===== src/rtl/spf_pkg.sv =====
package spf_pkg;
  localparam int unsigned LINE_OFS_W = 6;  // 64-byte lines

  typedef enum logic [1:0] {
    CONF_NONE = 2'd0,
    CONF_LOW  = 2'd1,
    CONF_MID  = 2'd2,
    CONF_HIGH = 2'd3
  } conf_e;
endpackage


===== src/rtl/spf_hist_table.sv =====
module spf_hist_table
  import spf_pkg::*;
#(
  parameter int unsigned IP_W    = 32,
  parameter int unsigned ADDR_W  = 32,
  parameter int unsigned ENTRIES = 16
) (
  input  logic              clk_i,
  input  logic              rst_ni,
  input  logic              ld_valid_i,
  input  logic [IP_W-1:0]   ld_ip_i,
  input  logic [ADDR_W-1:0] ld_addr_i,
  output logic              pred_valid_o,
  output logic [ADDR_W-1:0] pred_addr_o
);
  localparam int unsigned IDX_W = $clog2(ENTRIES);
  localparam int unsigned TAG_W = IP_W - IDX_W;

  logic [ENTRIES-1:0] vld_q;
  logic [TAG_W-1:0]   tag_q    [ENTRIES];
  logic [ADDR_W-1:0]  last_q   [ENTRIES];
  logic [ADDR_W-1:0]  stride_q [ENTRIES];
  conf_e              conf_q   [ENTRIES];

  logic [IDX_W-1:0]  idx;
  logic [TAG_W-1:0]  tag;
  logic              hit, same;
  logic [ADDR_W-1:0] new_stride;
  conf_e             conf_next;

  always_comb begin
    idx        = ld_ip_i[IDX_W-1:0];
    tag        = ld_ip_i[IP_W-1:IDX_W];
    hit        = vld_q[idx] && (tag_q[idx] == tag);
    new_stride = ld_addr_i - last_q[idx];
    same       = hit && (new_stride == stride_q[idx]);
    if (!same)                        conf_next = CONF_NONE;
    else if (conf_q[idx] == CONF_HIGH) conf_next = CONF_HIGH;
    else                              conf_next = conf_e'(conf_q[idx] + 2'd1);
    pred_valid_o = ld_valid_i && same && (new_stride != '0) && (conf_next >= CONF_MID);
    pred_addr_o  = ld_addr_i + new_stride;
  end

  always_ff @(posedge clk_i or negedge rst_ni) begin
    if (!rst_ni)         vld_q      <= '0;
    else if (ld_valid_i) vld_q[idx] <= 1'b1;
  end

  always_ff @(posedge clk_i) begin
    if (ld_valid_i) begin
      tag_q[idx]    <= tag;
      last_q[idx]   <= ld_addr_i;
      stride_q[idx] <= hit ? new_stride : '0;
      conf_q[idx]   <= conf_next;
    end
  end


  conf_gate_chk: assert property (@(posedge clk_i) disable iff (!rst_ni)
    pred_valid_o |-> (vld_q[idx] && conf_q[idx] != CONF_NONE));


  zero_stride_chk: assert property (@(posedge clk_i) disable iff (!rst_ni)
    pred_valid_o |-> (pred_addr_o != ld_addr_i));
endmodule


===== src/rtl/spf_req_queue.sv =====
module spf_req_queue #(
  parameter int unsigned LINE_W = 26,
  parameter int unsigned DEPTH  = 4   // power of two
) (
  input  logic              clk_i,
  input  logic              rst_ni,
  input  logic              push_i,
  input  logic [LINE_W-1:0] push_line_i,
  input  logic              busy_i,
  output logic              req_o,
  output logic [LINE_W-1:0] req_line_o
);
  localparam int unsigned PTR_W = $clog2(DEPTH);

  logic [DEPTH-1:0]  vld_q;
  logic [LINE_W-1:0] line_q [DEPTH];
  logic [PTR_W-1:0]  wr_q, rd_q;
  logic              dup, full, push_ok;

  always_comb begin
    dup = 1'b0;
    for (int i = 0; i < DEPTH; i++)
      if (vld_q[i] && line_q[i] == push_line_i) dup = 1'b1;
    full       = &vld_q;
    push_ok    = push_i && !dup && !full;
    req_o      = vld_q[rd_q] && !busy_i;
    req_line_o = line_q[rd_q];
  end

  always_ff @(posedge clk_i or negedge rst_ni) begin
    if (!rst_ni) begin
      vld_q <= '0;
      wr_q  <= '0;
      rd_q  <= '0;
    end else begin
      if (req_o) begin
        vld_q[rd_q] <= 1'b0;
        rd_q        <= rd_q + 1'b1;
      end
      if (push_ok) begin
        vld_q[wr_q] <= 1'b1;
        wr_q        <= wr_q + 1'b1;
      end
    end
  end

  always_ff @(posedge clk_i) begin
    if (push_ok) line_q[wr_q] <= push_line_i;
  end


  dup_drop_chk: assert property (@(posedge clk_i) disable iff (!rst_ni)
    (push_i && dup && !req_o) |=> $stable(vld_q));


  full_drop_chk: assert property (@(posedge clk_i) disable iff (!rst_ni)
    (full && push_i && !req_o) |=> $stable(vld_q));


  pop_one_chk: assert property (@(posedge clk_i) disable iff (!rst_ni)
    (req_o && !push_ok) |=> ($countones(vld_q) == $countones($past(vld_q)) - 1));
endmodule


===== src/rtl/spf_line_buffer.sv =====
module spf_line_buffer #(
  parameter int unsigned LINE_W = 26,
  parameter int unsigned DEPTH  = 4   // power of two
) (
  input  logic              clk_i,
  input  logic              rst_ni,
  input  logic              fill_i,
  input  logic [LINE_W-1:0] fill_line_i,
  input  logic              fault_i,
  input  logic [LINE_W-1:0] look_line_i,
  output logic              hit_o
);
  localparam int unsigned PTR_W = $clog2(DEPTH);

  logic [DEPTH-1:0]  vld_q;
  logic [LINE_W-1:0] line_q [DEPTH];
  logic [PTR_W-1:0]  wp_q;
  logic              fill_ok;

  assign fill_ok = fill_i && !fault_i;

  always_comb begin
    hit_o = 1'b0;
    for (int i = 0; i < DEPTH; i++)
      if (vld_q[i] && line_q[i] == look_line_i) hit_o = 1'b1;
  end

  always_ff @(posedge clk_i or negedge rst_ni) begin
    if (!rst_ni) begin
      vld_q <= '0;
      wp_q  <= '0;
    end else if (fill_ok) begin
      vld_q[wp_q] <= 1'b1;
      wp_q        <= wp_q + 1'b1;  // oldest slot is next
    end
  end

  always_ff @(posedge clk_i) begin
    if (fill_ok) line_q[wp_q] <= fill_line_i;
  end


  fault_drop_chk: assert property (@(posedge clk_i) disable iff (!rst_ni)
    (fill_i && fault_i) |=> ($stable(vld_q) && $stable(wp_q)));
endmodule


===== src/rtl/stride_prefetcher.sv =====
module stride_prefetcher
  import spf_pkg::*;
#(
  parameter int unsigned IP_W      = 32,
  parameter int unsigned ADDR_W    = 32,
  parameter int unsigned ENTRIES   = 16,
  parameter int unsigned Q_DEPTH   = 4,
  parameter int unsigned BUF_DEPTH = 4,
  localparam int unsigned LINE_W   = ADDR_W - LINE_OFS_W
) (
  input  logic              clk_i,
  input  logic              rst_ni,
  input  logic              ld_valid_i,
  input  logic [IP_W-1:0]   ld_ip_i,
  input  logic [ADDR_W-1:0] ld_addr_i,
  output logic              probe_valid_o,
  output logic [LINE_W-1:0] probe_line_o,
  input  logic              probe_hit_i,
  input  logic              bus_busy_i,
  output logic              bus_req_o,
  output logic [LINE_W-1:0] bus_line_o,
  input  logic              rsp_valid_i,
  input  logic [LINE_W-1:0] rsp_line_i,
  input  logic              rsp_fault_i,
  input  logic [LINE_W-1:0] look_line_i,
  output logic              look_hit_o
);
  logic [ADDR_W-1:0] pred_addr;

  spf_hist_table #(.IP_W(IP_W), .ADDR_W(ADDR_W), .ENTRIES(ENTRIES)) u_table (
    .clk_i, .rst_ni, .ld_valid_i, .ld_ip_i, .ld_addr_i,
    .pred_valid_o(probe_valid_o), .pred_addr_o(pred_addr)
  );

  assign probe_line_o = pred_addr[ADDR_W-1:LINE_OFS_W];

  spf_req_queue #(.LINE_W(LINE_W), .DEPTH(Q_DEPTH)) u_queue (
    .clk_i, .rst_ni,
    .push_i(probe_valid_o && !probe_hit_i), .push_line_i(probe_line_o),
    .busy_i(bus_busy_i), .req_o(bus_req_o), .req_line_o(bus_line_o)
  );

  spf_line_buffer #(.LINE_W(LINE_W), .DEPTH(BUF_DEPTH)) u_buf (
    .clk_i, .rst_ni,
    .fill_i(rsp_valid_i), .fill_line_i(rsp_line_i), .fault_i(rsp_fault_i),
    .look_line_i, .hit_o(look_hit_o)
  );


  cache_hit_skip_chk: assert property (@(posedge clk_i) disable iff (!rst_ni)
    (probe_valid_o && probe_hit_i && !bus_req_o && !u_queue.vld_q[u_queue.wr_q])
      |=> $stable(u_queue.vld_q));
endmodule


===== config.mk =====
export PLATFORM = sky130hd
export DESIGN_NAME = stride_prefetcher
export DESIGN_NICKNAME = d
export VERILOG_FILES = /design/src/rtl/spf_pkg.sv /design/src/rtl/spf_hist_table.sv /design/src/rtl/spf_req_queue.sv /design/src/rtl/spf_line_buffer.sv /design/src/rtl/stride_prefetcher.sv
export SDC_FILE = /design/constraint.sdc
export NUM_CORES = 2
export LEC_CHECK = 0
export BUFFER_PORTS_ARGS = -buffer_cell sky130_fd_sc_hd__buf_2
export CAP_MARGIN = 20
export CORE_MARGIN = 5
export CORE_UTILIZATION = 50
export DETAILED_ROUTE_END_ITERATION = 6
export PLACE_DENSITY = 0.66
export SYNTH_ARGS = -nofsm -noshare
export SYNTH_HDL_FRONTEND = slang
export SYNTH_SLANG_ARGS = --single-unit

===== constraint.sdc =====
create_clock -name clk_i -period 13.8 [get_ports clk_i]
set_input_delay 2.76 -clock clk_i [delete_from_list [all_inputs] [get_ports clk_i]]
set_output_delay 2.76 -clock clk_i [all_outputs]
set_load 0.01 [all_outputs]

==> metrics.md <==
| Metric | Value |
|---|---|
| Syn Nets | `4152` |
| Starting density of the core | `50.2%` |
| Fraction of the cycle the final worst path needs | `91.9%` |
| Router iterations before antenna repair | `7` |
| Result of the run | `finished, violations left` |
| CTS tree | `built` |
| Maximum single-stage delay on the critical path | `0.74 ns` |
| Startpoint type of the worst setup path | `primary input` |
| Count of cells resized by post-cts repair | `0` |
| Sink Count | `1742` |
| Proportion of synthesized chip area in sequential cells | `70.3%` |
| Top delay family on crit path | `compound AO/OA/AOI/OAI gates` |
| Area of the mapped netlist | `74200 um2` |
| Horiz. Die Dim | `395 um` |
| Synth cell types | `96` |
| Ys async rst share | `1.72%` |
| Dominant cells by area after synthesis | `sky130_fd_sc_hd__edfxtp_1 69%, sky130_fd_sc_hd__mux4_2 13%, sky130_fd_sc_hd__xnor2_1 2.1%` |
| Final count of hold timing violations | `0` |
| Hold Crit Class | `reg -> reg` |
| Setup Viol. Count Final | `0` |
| Power per unit of standard cell area | `155 nW/um2` |
| Detail-routed via count per cell | `6.28` |
| Hold Crit Start | `u_table.vld_q[1]` |
| Max_cap viols | `0` |
| Highest net fanout along the worst path | `70` |
| Arrival @ worst endpoint | `9.93 ns` |
| Aggregate global routing overflow | `0` |
| HPWL Detailed | `108 mm` |
| Number of enable-type register cells in the synthesized netlist | `1712` |
| Count of buffer and inverter cells on the critical path | `5` |
| Count of H-tree levels built during CTS | `4` |
| Clock transition at path regs | `0.06 ns` |
| Total leakage power | `0.0265 uW` |
| Post-layout utilization of the core | `56.2%` |
| Wire length of the first global-routing pass | `272 mm` |
| Residual DRC | `1` |
| Gate count of the mapped netlist | `3951` |
| Sink of the worst hold path | `u_table.vld_q[1]` |
| Number of buffer cells added on primary ports | `177` |
| Origin of the critical flop-to-flop path | `u_table.last_q[12][4]` |
| Number of buffers on the longest clock path | `3` |
| Total Nets Final | `4409` |
| Total core area | `148000 um2` |
| Die Outline Area | `156000 um2` |
| Number of pins with negative max-slew slack in the final report | `0` |
| Final routed wire length divided by cell count | `29.4 um` |
| Achievable frequency | `78.8 MHz` |
| Power, Total | `12900 uW` |
| First DRT Iteration DRCs | `4167` |
| Post-CTS Setup Repair Bufs | `0` |
| Routed via count | `39428` |
| Avg Synthesized Cell Area | `18.8 um2` |
| Instance count along the most critical hold path | `1` |
| Slew margin rel. | `25.1%` |
| Maximum number of pins on one net before global-route repair | `143` |
| Die Height | `395 um` |
| Worst-skew pair later-pin latency | `0.82 ns` |
| Via count of the first global-routing pass | `39937` |
| Top-level I/O count | `178` |
| Post-synth top flop | `sky130_fd_sc_hd__edfxtp_1` |
| Routed wire length | `185 mm` |
| CTS Root Buffer Type | `sky130_fd_sc_hd__clkbuf_16` |
| Crit-path slowest cell | `sky130_fd_sc_hd__ha_1` |
| Worst reg2reg path endpoint | `u_queue.line_q[1][21]` |
| Setup slack on the worst flop-to-flop path | `4.81 ns` |
| Area share of the largest cell type after synthesis | `69.3%` |
| Inserted Clock Buffers | `176` |
| Number of hold-repair buffers added at the cts stage | `0` |
| Last weighted congestion value of the routability-driven placer | `0.913` |
| Post-synth top area cell | `sky130_fd_sc_hd__edfxtp_1` |
| Final worst path period need | `12.69 ns` |
| Number of synthesized register bits | `1742` |
| Synth-to-layout area growth | `11.9%` |
| Top post-synthesis cells by count | `1712 x sky130_fd_sc_hd__edfxtp_1, 418 x sky130_fd_sc_hd__mux4_2, 175 x sky130_fd_sc_hd__xnor2_1, 128 x sky130_fd_sc_hd__nand2_1, 115 x sky130_fd_sc_hd__xor2_1` |
| List of cells traversed by the critical path | `buf_8 > buf_4 > mux4_2 > mux4_2 > inv_1 > ha_1 > a21oi_1 > o21a_1 > o221a_2 > o311ai_0 > o21a_1 > a211oi_1 > xnor2_1 > ha_1 > and4_1 > nand4_1 > o32ai_1 > or3_1 > o221ai_1 > inv_1 > buf_2` |
| Remaining number of nets flagged by the antenna check after routing | `0` |
| Cell with the most instances after synthesis | `sky130_fd_sc_hd__edfxtp_1` |
| Unrepaired setup endpoints after global routing | `false` |
| Setup TNS Final | `0 ns` |
| Critical Path Sink Type | `output port` |
| Startpoint-to-endpoint class of the critical path | `in -> out` |
| Initial antenna violation count | `10` |
| Number of rows in the core area | `141` |
| Fin Clk Skew | `0.0495 ns` |
| Share of cells above drive strength 1 | `23.5%` |
| Worst IR Drop VDD | `0.000101 V` |
| Worst-margin pin slew | `1.12 ns` |
| Failing checks | `DRC` |
| Overall global routing resource usage | `23.5%` |
| Number of cell instances on the worst register-to-register path | `23` |
| Number of warning messages in the yosys log | `0` |
| Required time at the worst-slack endpoint | `11.04 ns` |
[cell type report]
| class | instances | area (um2) |
|---|---|---|
| clock inverter | 97 | 882 |
| fill | 11104 | 64700 |
| tap | 1930 | 2410 |
| clock buffer | 219 | 4670 |
| inverter | 93 | 349 |
| antenna | 5 | 12.5 |
| sequential | 1742 | 52200 |
| timing repair buffer | 264 | 1670 |
| multi-input combinational | 1931 | 20900 |
[power by group]
group	switching [uW]	total (uW)	leakage, uW	internal [uW]
registers	35.1	6040	0.0152	6010
logic	1440	2260	0.00859	817
clock network	1990	4590	0.00271	2600
[logic make-up after synthesis]
| family | count (synthesis) | share of synthesized area, % |
|---|---|---|
| AO/OA/AOI/OAI | 459 | 4.42 |
| adder cells (fa/ha/maj) | 78 | 1.33 |
| buffers and inverters | 278 | 1.76 |
| multiplexers | 537 | 14.3 |
| AND/OR/NAND/NOR | 549 | 3.86 |
| XOR/XNOR | 308 | 3.98 |
| flip-flops | 1742 | 70.3 |
[sequential cells by signal, indices dropped and copies added (netlist names)]
signal / count
u_buf.wp_q: 2
u_table.tag_q: 448
u_queue.wr_q: 2
u_buf.line_q: 104
u_buf.vld_q: 4
u_queue.rd_q: 2
u_table.conf_q: 32
u_queue.vld_q: 4
u_table.last_q: 512
u_table.vld_q: 16
u_table.stride_q: 512
u_queue.line_q: 104
[worst max path at each step]
stage                     from          endpoint  slack, ns  cells after the start
floorplan           ld_ip_i[0]  probe_line_o[23]       1.02                     29
global placement    ld_ip_i[0]  probe_line_o[22]       1.29                     21
detailed placement  ld_ip_i[0]  probe_line_o[22]       1.17                     21
CTS                 ld_ip_i[0]  probe_line_o[22]       1.16                     21
global route        ld_ip_i[0]  probe_line_o[22]       0.63                     21
finish              ld_ip_i[0]  probe_line_o[22]       1.11                     21
[metrics by stage]
stage	hold WS, ns	instance area (um2)	instances	setup slack, ns
after global placement	0.446	77400	5959	1.29
after detailed placement	0.449	77400	5959	1.17
after floorplan	0.434	74200	3951	1.02
final	0.464	83000	6281	1.11
after CTS	0.464	83000	6275	1.16
after global routing	0.480	83000	6276	0.632
[routing by layer]
| metal | vias up | track usage [%] | share of wire, % |
|---|---|---|---|
| met2 | 1580 | 38.4 | 49 |
| met5 | - | 0 | 0.015 |
| met1 | 20830 | 33.7 | 42 |
| met4 | 4 | 5.98 | 2.4 |
| li1 | 16714 | - | - |
| met3 | 300 | 3.48 | 6.8 |
[placed cells by master (no fill, tap or decap), drive strengths merged, types with 37 or more instances in the layout]
cell type,instances
mux4,418
clkinv,79
inv,99
a21oi,90
o21ai,59
a22oi,39
mux2i,95
nor3,37
ha,77
and2,41
clkbuf,219
buf,264
edfxtp,1712
xor2,115
nand2,129
xnor2,175
nor2,112
nand4,70
(Power assumes the default switching activity.)
